`src/rtl/pixsel_pkg.sv`:
```
package pixsel_pkg;

  localparam logic [7:0] DIRECT_TAG = 8'h03;

  // Strobes from control to datapath at the output multiplexer stage
  typedef struct packed {
    logic loadOut;
    logic pickDirect;
  } selStrobe_t;

  function automatic logic tagIsDirect(input logic [31:0] ctrlWord);
    return ctrlWord[31:24] == DIRECT_TAG;
  endfunction

  function automatic logic [23:0] directRgb(input logic [31:0] dirWord);
    return dirWord[23:0];
  endfunction

endpackage

```
`src/rtl/scan_addr_gen.sv`:
```
module scan_addr_gen #(
  parameter int LINE_PIX  = 1024,
  parameter int MAX_LINES = 768,
  parameter int X_W       = 10,
  parameter int Y_W       = 10,
  parameter int ADDR_W    = 23
) (
  input  logic              clk,
  input  logic              rstN,
  input  logic              reqValid,
  input  logic [X_W-1:0]    reqX,
  input  logic [Y_W-1:0]    reqY,
  output logic              addrValid,
  output logic [ADDR_W-1:0] idxAddr,
  output logic [ADDR_W-1:0] dirAddr,
  output logic [ADDR_W-1:0] ctlAddr
);

  localparam int PLANE_PIX = LINE_PIX * MAX_LINES;
  localparam int DIR_BASE  = PLANE_PIX;
  localparam int CTL_BASE  = PLANE_PIX * 5;
  localparam int WORD_SH   = 2;

  logic [ADDR_W-1:0] linPix;
  logic [ADDR_W-1:0] wordOff;

  always_comb begin
    linPix  = ADDR_W'(reqY) * ADDR_W'(LINE_PIX) + ADDR_W'(reqX);
    wordOff = linPix << WORD_SH;
  end

  always_ff @(posedge clk or negedge rstN) begin
    if (!rstN) begin
      addrValid <= 1'b0;
      idxAddr   <= '0;
      dirAddr   <= '0;
      ctlAddr   <= '0;
    end else begin
      addrValid <= reqValid;
      if (reqValid) begin
        idxAddr <= linPix;
        dirAddr <= ADDR_W'(DIR_BASE) + wordOff;
        ctlAddr <= ADDR_W'(CTL_BASE) + wordOff;
      end
    end
  end

endmodule

```
`src/rtl/pixsel_ctrl.sv`:
```
module pixsel_ctrl
  import pixsel_pkg::*;
#(
  parameter int PAL_LAT = 1
) (
  input  logic        clk,
  input  logic        rstN,
  input  logic        pixValid,
  input  logic [31:0] pixCtrl,
  input  logic        depthIndexedOnly,
  output selStrobe_t  strobe
);

  logic [PAL_LAT-1:0] validPipe;
  logic [PAL_LAT-1:0] directPipe;
  logic               wantDirect;

  always_comb wantDirect = pixValid && tagIsDirect(pixCtrl) && !depthIndexedOnly;

  always_ff @(posedge clk or negedge rstN) begin
    if (!rstN) begin
      validPipe[0]  <= 1'b0;
      directPipe[0] <= 1'b0;
    end else begin
      validPipe[0]  <= pixValid;
      directPipe[0] <= wantDirect;
    end
  end

  for (genvar k = 1; k < PAL_LAT; k++) begin : gStage
    always_ff @(posedge clk or negedge rstN) begin
      if (!rstN) begin
        validPipe[k]  <= 1'b0;
        directPipe[k] <= 1'b0;
      end else begin
        validPipe[k]  <= validPipe[k-1];
        directPipe[k] <= directPipe[k-1];
      end
    end
  end

  always_comb begin
    strobe.loadOut    = validPipe[PAL_LAT-1];
    strobe.pickDirect = directPipe[PAL_LAT-1];
  end

endmodule

```
`src/rtl/pixsel_datapath.sv`:
```
module pixsel_datapath
  import pixsel_pkg::*;
#(
  parameter int PAL_LAT = 1
) (
  input  logic        clk,
  input  logic        rstN,
  input  logic        pixValid,
  input  logic [31:0] pixDirect,
  input  logic [23:0] palRdData,
  input  selStrobe_t  strobe,
  output logic        outValid,
  output logic [23:0] outRgb,
  output logic        outDirect
);

  logic [23:0] rgbPipe [PAL_LAT];

  always_ff @(posedge clk or negedge rstN) begin
    if (!rstN) begin
      rgbPipe[0] <= '0;
    end else if (pixValid) begin
      rgbPipe[0] <= directRgb(pixDirect);
    end
  end

  for (genvar k = 1; k < PAL_LAT; k++) begin : gDelay
    always_ff @(posedge clk or negedge rstN) begin
      if (!rstN) rgbPipe[k] <= '0;
      else       rgbPipe[k] <= rgbPipe[k-1];
    end
  end

  always_ff @(posedge clk or negedge rstN) begin
    if (!rstN) begin
      outValid  <= 1'b0;
      outRgb    <= '0;
      outDirect <= 1'b0;
    end else begin
      outValid <= strobe.loadOut;
      if (strobe.loadOut) begin
        outRgb    <= strobe.pickDirect ? rgbPipe[PAL_LAT-1] : palRdData;
        outDirect <= strobe.pickDirect;
      end
    end
  end

endmodule

```
`src/rtl/mixed_depth_scanout.sv`:
```
module mixed_depth_scanout
  import pixsel_pkg::*;
#(
  parameter int LINE_PIX  = 1024,
  parameter int MAX_LINES = 768,
  parameter int PAL_LAT   = 1,
  parameter int X_W       = $clog2(LINE_PIX),
  parameter int Y_W       = $clog2(MAX_LINES),
  parameter int ADDR_W    = $clog2(LINE_PIX * MAX_LINES * 9)
) (
  input  logic              clk,
  input  logic              rstN,
  input  logic              depthIndexedOnly,
  input  logic              addrReqValid,
  input  logic [X_W-1:0]    scanX,
  input  logic [Y_W-1:0]    scanY,
  output logic              addrValid,
  output logic [ADDR_W-1:0] idxAddr,
  output logic [ADDR_W-1:0] dirAddr,
  output logic [ADDR_W-1:0] ctlAddr,
  input  logic              pixValid,
  input  logic [7:0]        pixIndex,
  input  logic [31:0]       pixDirect,
  input  logic [31:0]       pixCtrl,
  output logic              palRdEn,
  output logic [7:0]        palRdIdx,
  input  logic [23:0]       palRdData,
  output logic              outValid,
  output logic [23:0]       outRgb,
  output logic              outDirect
);

  selStrobe_t selStrobe;

  always_comb begin
    palRdEn  = pixValid;
    palRdIdx = pixIndex;
  end

  scan_addr_gen #(
    .LINE_PIX(LINE_PIX), .MAX_LINES(MAX_LINES),
    .X_W(X_W), .Y_W(Y_W), .ADDR_W(ADDR_W)
  ) addrGen_i (
    .clk(clk), .rstN(rstN),
    .reqValid(addrReqValid), .reqX(scanX), .reqY(scanY),
    .addrValid(addrValid), .idxAddr(idxAddr),
    .dirAddr(dirAddr), .ctlAddr(ctlAddr)
  );

  pixsel_ctrl #(.PAL_LAT(PAL_LAT)) ctrl_i (
    .clk(clk), .rstN(rstN),
    .pixValid(pixValid), .pixCtrl(pixCtrl),
    .depthIndexedOnly(depthIndexedOnly),
    .strobe(selStrobe)
  );

  pixsel_datapath #(.PAL_LAT(PAL_LAT)) data_i (
    .clk(clk), .rstN(rstN),
    .pixValid(pixValid), .pixDirect(pixDirect),
    .palRdData(palRdData), .strobe(selStrobe),
    .outValid(outValid), .outRgb(outRgb), .outDirect(outDirect)
  );

endmodule

```
`config.mk`:
```
export PLATFORM = sky130hd
export DESIGN_NAME = mixed_depth_scanout
export DESIGN_NICKNAME = d
export VERILOG_FILES = /design/src/rtl/pixsel_pkg.sv /design/src/rtl/scan_addr_gen.sv /design/src/rtl/pixsel_ctrl.sv /design/src/rtl/pixsel_datapath.sv /design/src/rtl/mixed_depth_scanout.sv
export SDC_FILE = /design/constraint.sdc
export NUM_CORES = 1
export LEC_CHECK = 0
export ABC_CLOCK_PERIOD_IN_PS = 1400
export BUFFER_PORTS_ARGS = -buffer_cell sky130_fd_sc_hd__buf_2
export CORE_ASPECT_RATIO = 0.6
export CORE_UTILIZATION = 44
export DETAILED_ROUTE_END_ITERATION = 7
export PLACE_DENSITY = 0.84
export SYNTH_ARGS = -nofsm -noshare
export SYNTH_HDL_FRONTEND = slang
export SYNTH_HIERARCHICAL = 1
export SYNTH_SLANG_ARGS = --single-unit
```
`constraint.sdc`:
```
create_clock -name clk -period 1.4 [get_ports clk]
set_clock_uncertainty 0.1 [all_clocks]
set_input_delay 0.07 -clock clk [delete_from_list [all_inputs] [get_ports clk]]
set_output_delay 0.07 -clock clk [all_outputs]
set_load 0.01 [all_outputs]
```
==> flow_summary_export.csv <==
group,metric,value,unit
global_route,antenna_found_initial,0,
drt,drt_pass1_iterations,4,
clocking,clkTransAtPathRegs,60,ps
pwr,netSwitchingFraction,25.3,%
synth,seq_area_frac_synth,53.4,%
drt,routedWlPerCell,15.7,um
layout,final_core_util,67.3,%
layout,final_net_count,623,
synth,yosysMostFrequentCell,"dfrtp_1",
placed_design,gp_congestion,0.754,
hold_path,min_path_type,"in -> reg",
timing,fin_ws,48.5,ps
synth,synth_edf_count,0,
clocking,cts_hold_buf,79,
floorplanning,die_y,73.9,um
synth,yosys_warnings,6,
clocking,htreeDepth,3,
synth,synth-simple-area-share,4.12,%
floorplanning,initial_utilization,46.8,%
global_route,grt_pass1_vias,2949,
timing,hold_viol_final,0,
clocking,clk_latency,330,ps
synth,synth_seq_cells,81,
drt,drtAntennaViolNets,0,
synth,synthTopCellsByArea,"dfrtp_1 (53%), buf_4 (10%), mux2_4 (9.1%)",
worst_setup_path,start_kind,"input pin",
layout,drive_gt1_share,47.6,%
synth,syn_area,0.00379,mm2
run,cap_violations,0,
placed_design,dpl.cell_count,519,
global_route,grt_max_degree,46,
layout,fin_cells,612,
status,status,"completed",
timing,report.final.slew_viol_count,0,
worst_setup_path,critPathCaptureType,"flip-flop",
timing,fin_crit,1350,ps
pwr,p_int,4.46,mW
synth,synth_area_leader_cell,"dfrtp_1",
placed_design,io_buffer_count,170,
timing,worst_hold_slack,29.5,ps
placed_design,dp_hpwl,5830,um
global_route,grt_pass1_wl,14400,um
synth,postSynthCellCount,294,
worst_setup_path,critical_path_class,"in -> reg",
synth,synthArstFlopShare,100,%
layout,fillers,596,
synth,post_synth_mux_area_share,22.5,%
timing,tns,0,ps
pwr,ir_worst_vdd,892,uV
clocking,cts_buffer_depth,2,
worst_setup_path,required,1520,ps
drt,drt_iter0_drc,60,
drt,via_per_inst,4.74,
pwr,powerDensity,1100,mW/mm2
timing,setup_violations,0,
pwr,pwr-share-comb,19.1,%
layout,area_delta_synth_final,43.7,%
floorplanning,fp.dieArea,0.00901,mm2
drt,vias,2898,
global_route,track_usage,21.7,%
synth,synthXorXnorAreaFrac,0.692,%
timing,finalCritPeriodShare,96.5,%
synth,synthTopCellsByCount,"dfrtp_1 (81), buf_4 (52), nor2_1 (28)",
worst_setup_path,cp_slowest_stage_delay,530,ps
synth,synth_compound_area_share,4.19,%
floorplanning,core,0.00810,mm2
drt,wirelength,9590,um
floorplanning,die_w,122,um
timing,max_freq,740,MHz
pwr,clockPowerShare,35.5,%
floorplanning,num_rows,25,
clocking,post_cts_buffers,0,
pwr,leakage,2.61,nW
synth,synth_top_family_by_area,"multiplexers",
synth,synth.avg_cell_area,12.9,um2
worst_setup_path,critPathSlowestCell,"dlygate4sd3_1",
timing,rsz0062_at_grt,"false",
worst_setup_path,path_cells,"dlygate4sd3_1 > buf_2 > inv_1 > ha_1 > xnor2_1 > nand2_1 > o21a_1",
synth,ys_types,25,
global_route,grt-ovfl-total,0,
layout,n_antenna_cell,0,
clocking,cts_buffers,9,
clocking,cts_tree,"built",
placed_design,place_worst_setup_slack,234,ps
worst_setup_path,path_max_fanout,4,
synth,synth-adder-area-share,0.330,%
synth,synth_top_area_share,53.4,%
pwr,p_seq_share,45.3,%
worst_setup_path,arrival,1470,ps
clocking,cts.repair.resized,0,
floorplanning,ios,226,
drt,route.detailed.drc,0,
clocking,root_buffer,"clkbuf_16",
synth,synth_ff_type,"dfrtp_1",
pwr,p_switching,1.51,mW
clocking,cts.sinks,81,
## state kept, by name, summed over array words and instances (netlist names), 4 cells and up
| signal | cells |
|---|---|
| addrGen_i/dirAddr | 5 |
| data_i/rgbPipe | 24 |
| addrGen_i/ctlAddr | 19 |
| addrGen_i/idxAddr | 4 |
| data_i/outRgb | 24 |
## layer usage
layer  GRT usage, %  vias up  part of all wire, %
li1               -     1346                    -
met1           23.1     1408                   38
met2           40.0      117                   53
met3           6.21       27                  5.9
met4           10.8        0                  2.9
met5              0        -                    0
## worst paths after layout
check                                      startpoint                     to  slack [ps]  cells after the start
worst min-delay path                         pixValid       ctrl_i/validPipe          30                      2
max in group asynchronous                        rstN      data_i/outRgb[17]         620                      3
min in group asynchronous                        rstN      data_i/outRgb[22]         100                      2
worst min register to register  addrGen_i/ctlAddr[20]  addrGen_i/ctlAddr[20]         390                      1
worst max register to register      ctrl_i/directPipe      data_i/outRgb[19]         210                      3
worst max-delay path                         scanY[6]  addrGen_i/ctlAddr[20]          50                      7
## final cells by class
cell class | instances | area [um2] | area share [%]
Tap cell | 108 | 135 | 2.48
Clock inverter | 3 | 17.5 | 0.321
Clock buffer | 11 | 253 | 4.64
Timing Repair Buffer | 257 | 1770 | 32.4
Multi-Input combinational cell | 147 | 1230 | 22.6
Inverter | 5 | 18.8 | 0.344
Sequential cell | 81 | 2030 | 37.2
## placed cells by master, fill, tap and decap left out, types with 2 or more instances in the layout
| cell | n |
|---|---|
| buf_2 | 169 |
| dfrtp_1 | 81 |
| dlygate4sd3_1 | 79 |
| nor2_1 | 28 |
| a21oi_1 | 26 |
| mux2i_1 | 25 |
| mux2_4 | 23 |
| mux2_2 | 23 |
| clkbuf_16 | 9 |
| conb_1 | 7 |
| inv_1 | 5 |
| buf_12 | 5 |
| buf_4 | 4 |
| xnor2_1 | 2 |
| o21ai_1 | 2 |
| nand4b_1 | 2 |
| clkbuf_8 | 2 |
| clkinv_2 | 2 |
## power by group through the flow
stage	logic, mW	clock network, mW	registers (mW)
finish	1.14	2.12	2.71
global route	1.24	2.30	2.73
CTS	1.13	2.19	2.70
detailed placement	0.960	0	2.74
global placement	0.937	0	2.72
floorplan	0.588	0	2.79
## critical path, delay by kind of cell
kind | cells | cell delay, ps
AO/OA/AOI/OAI | 1 | 120
XOR/XNOR | 1 | 200
buffers and inverters | 3 | 740
AND/OR/NAND/NOR | 1 | 110
adder cells (fa/ha/maj) | 1 | 230
## stage by stage
step / power [mW] / area, um2
2_1_floorplan: 3.38 / 3820
3_3_place_gp: 3.66 / 4390
3_5_place_dp: 3.70 / 4390
4_1_cts: 6.03 / 5450
5_1_grt: 6.27 / 5450
6_report: 5.97 / 5450
## cell families (layout without fill, tap and decap cells)
logic type,after synthesis,count (layout)
AOI/OAI and AO/OA,31,31
xor gates and xnor gates,3,3
adders and majority gates,1,1
buffers and inverters,72,276
DFF,81,81
muxes,71,71
other,1,7
and+or+nand+nor,34,34
(Power assumes the default switching activity.)
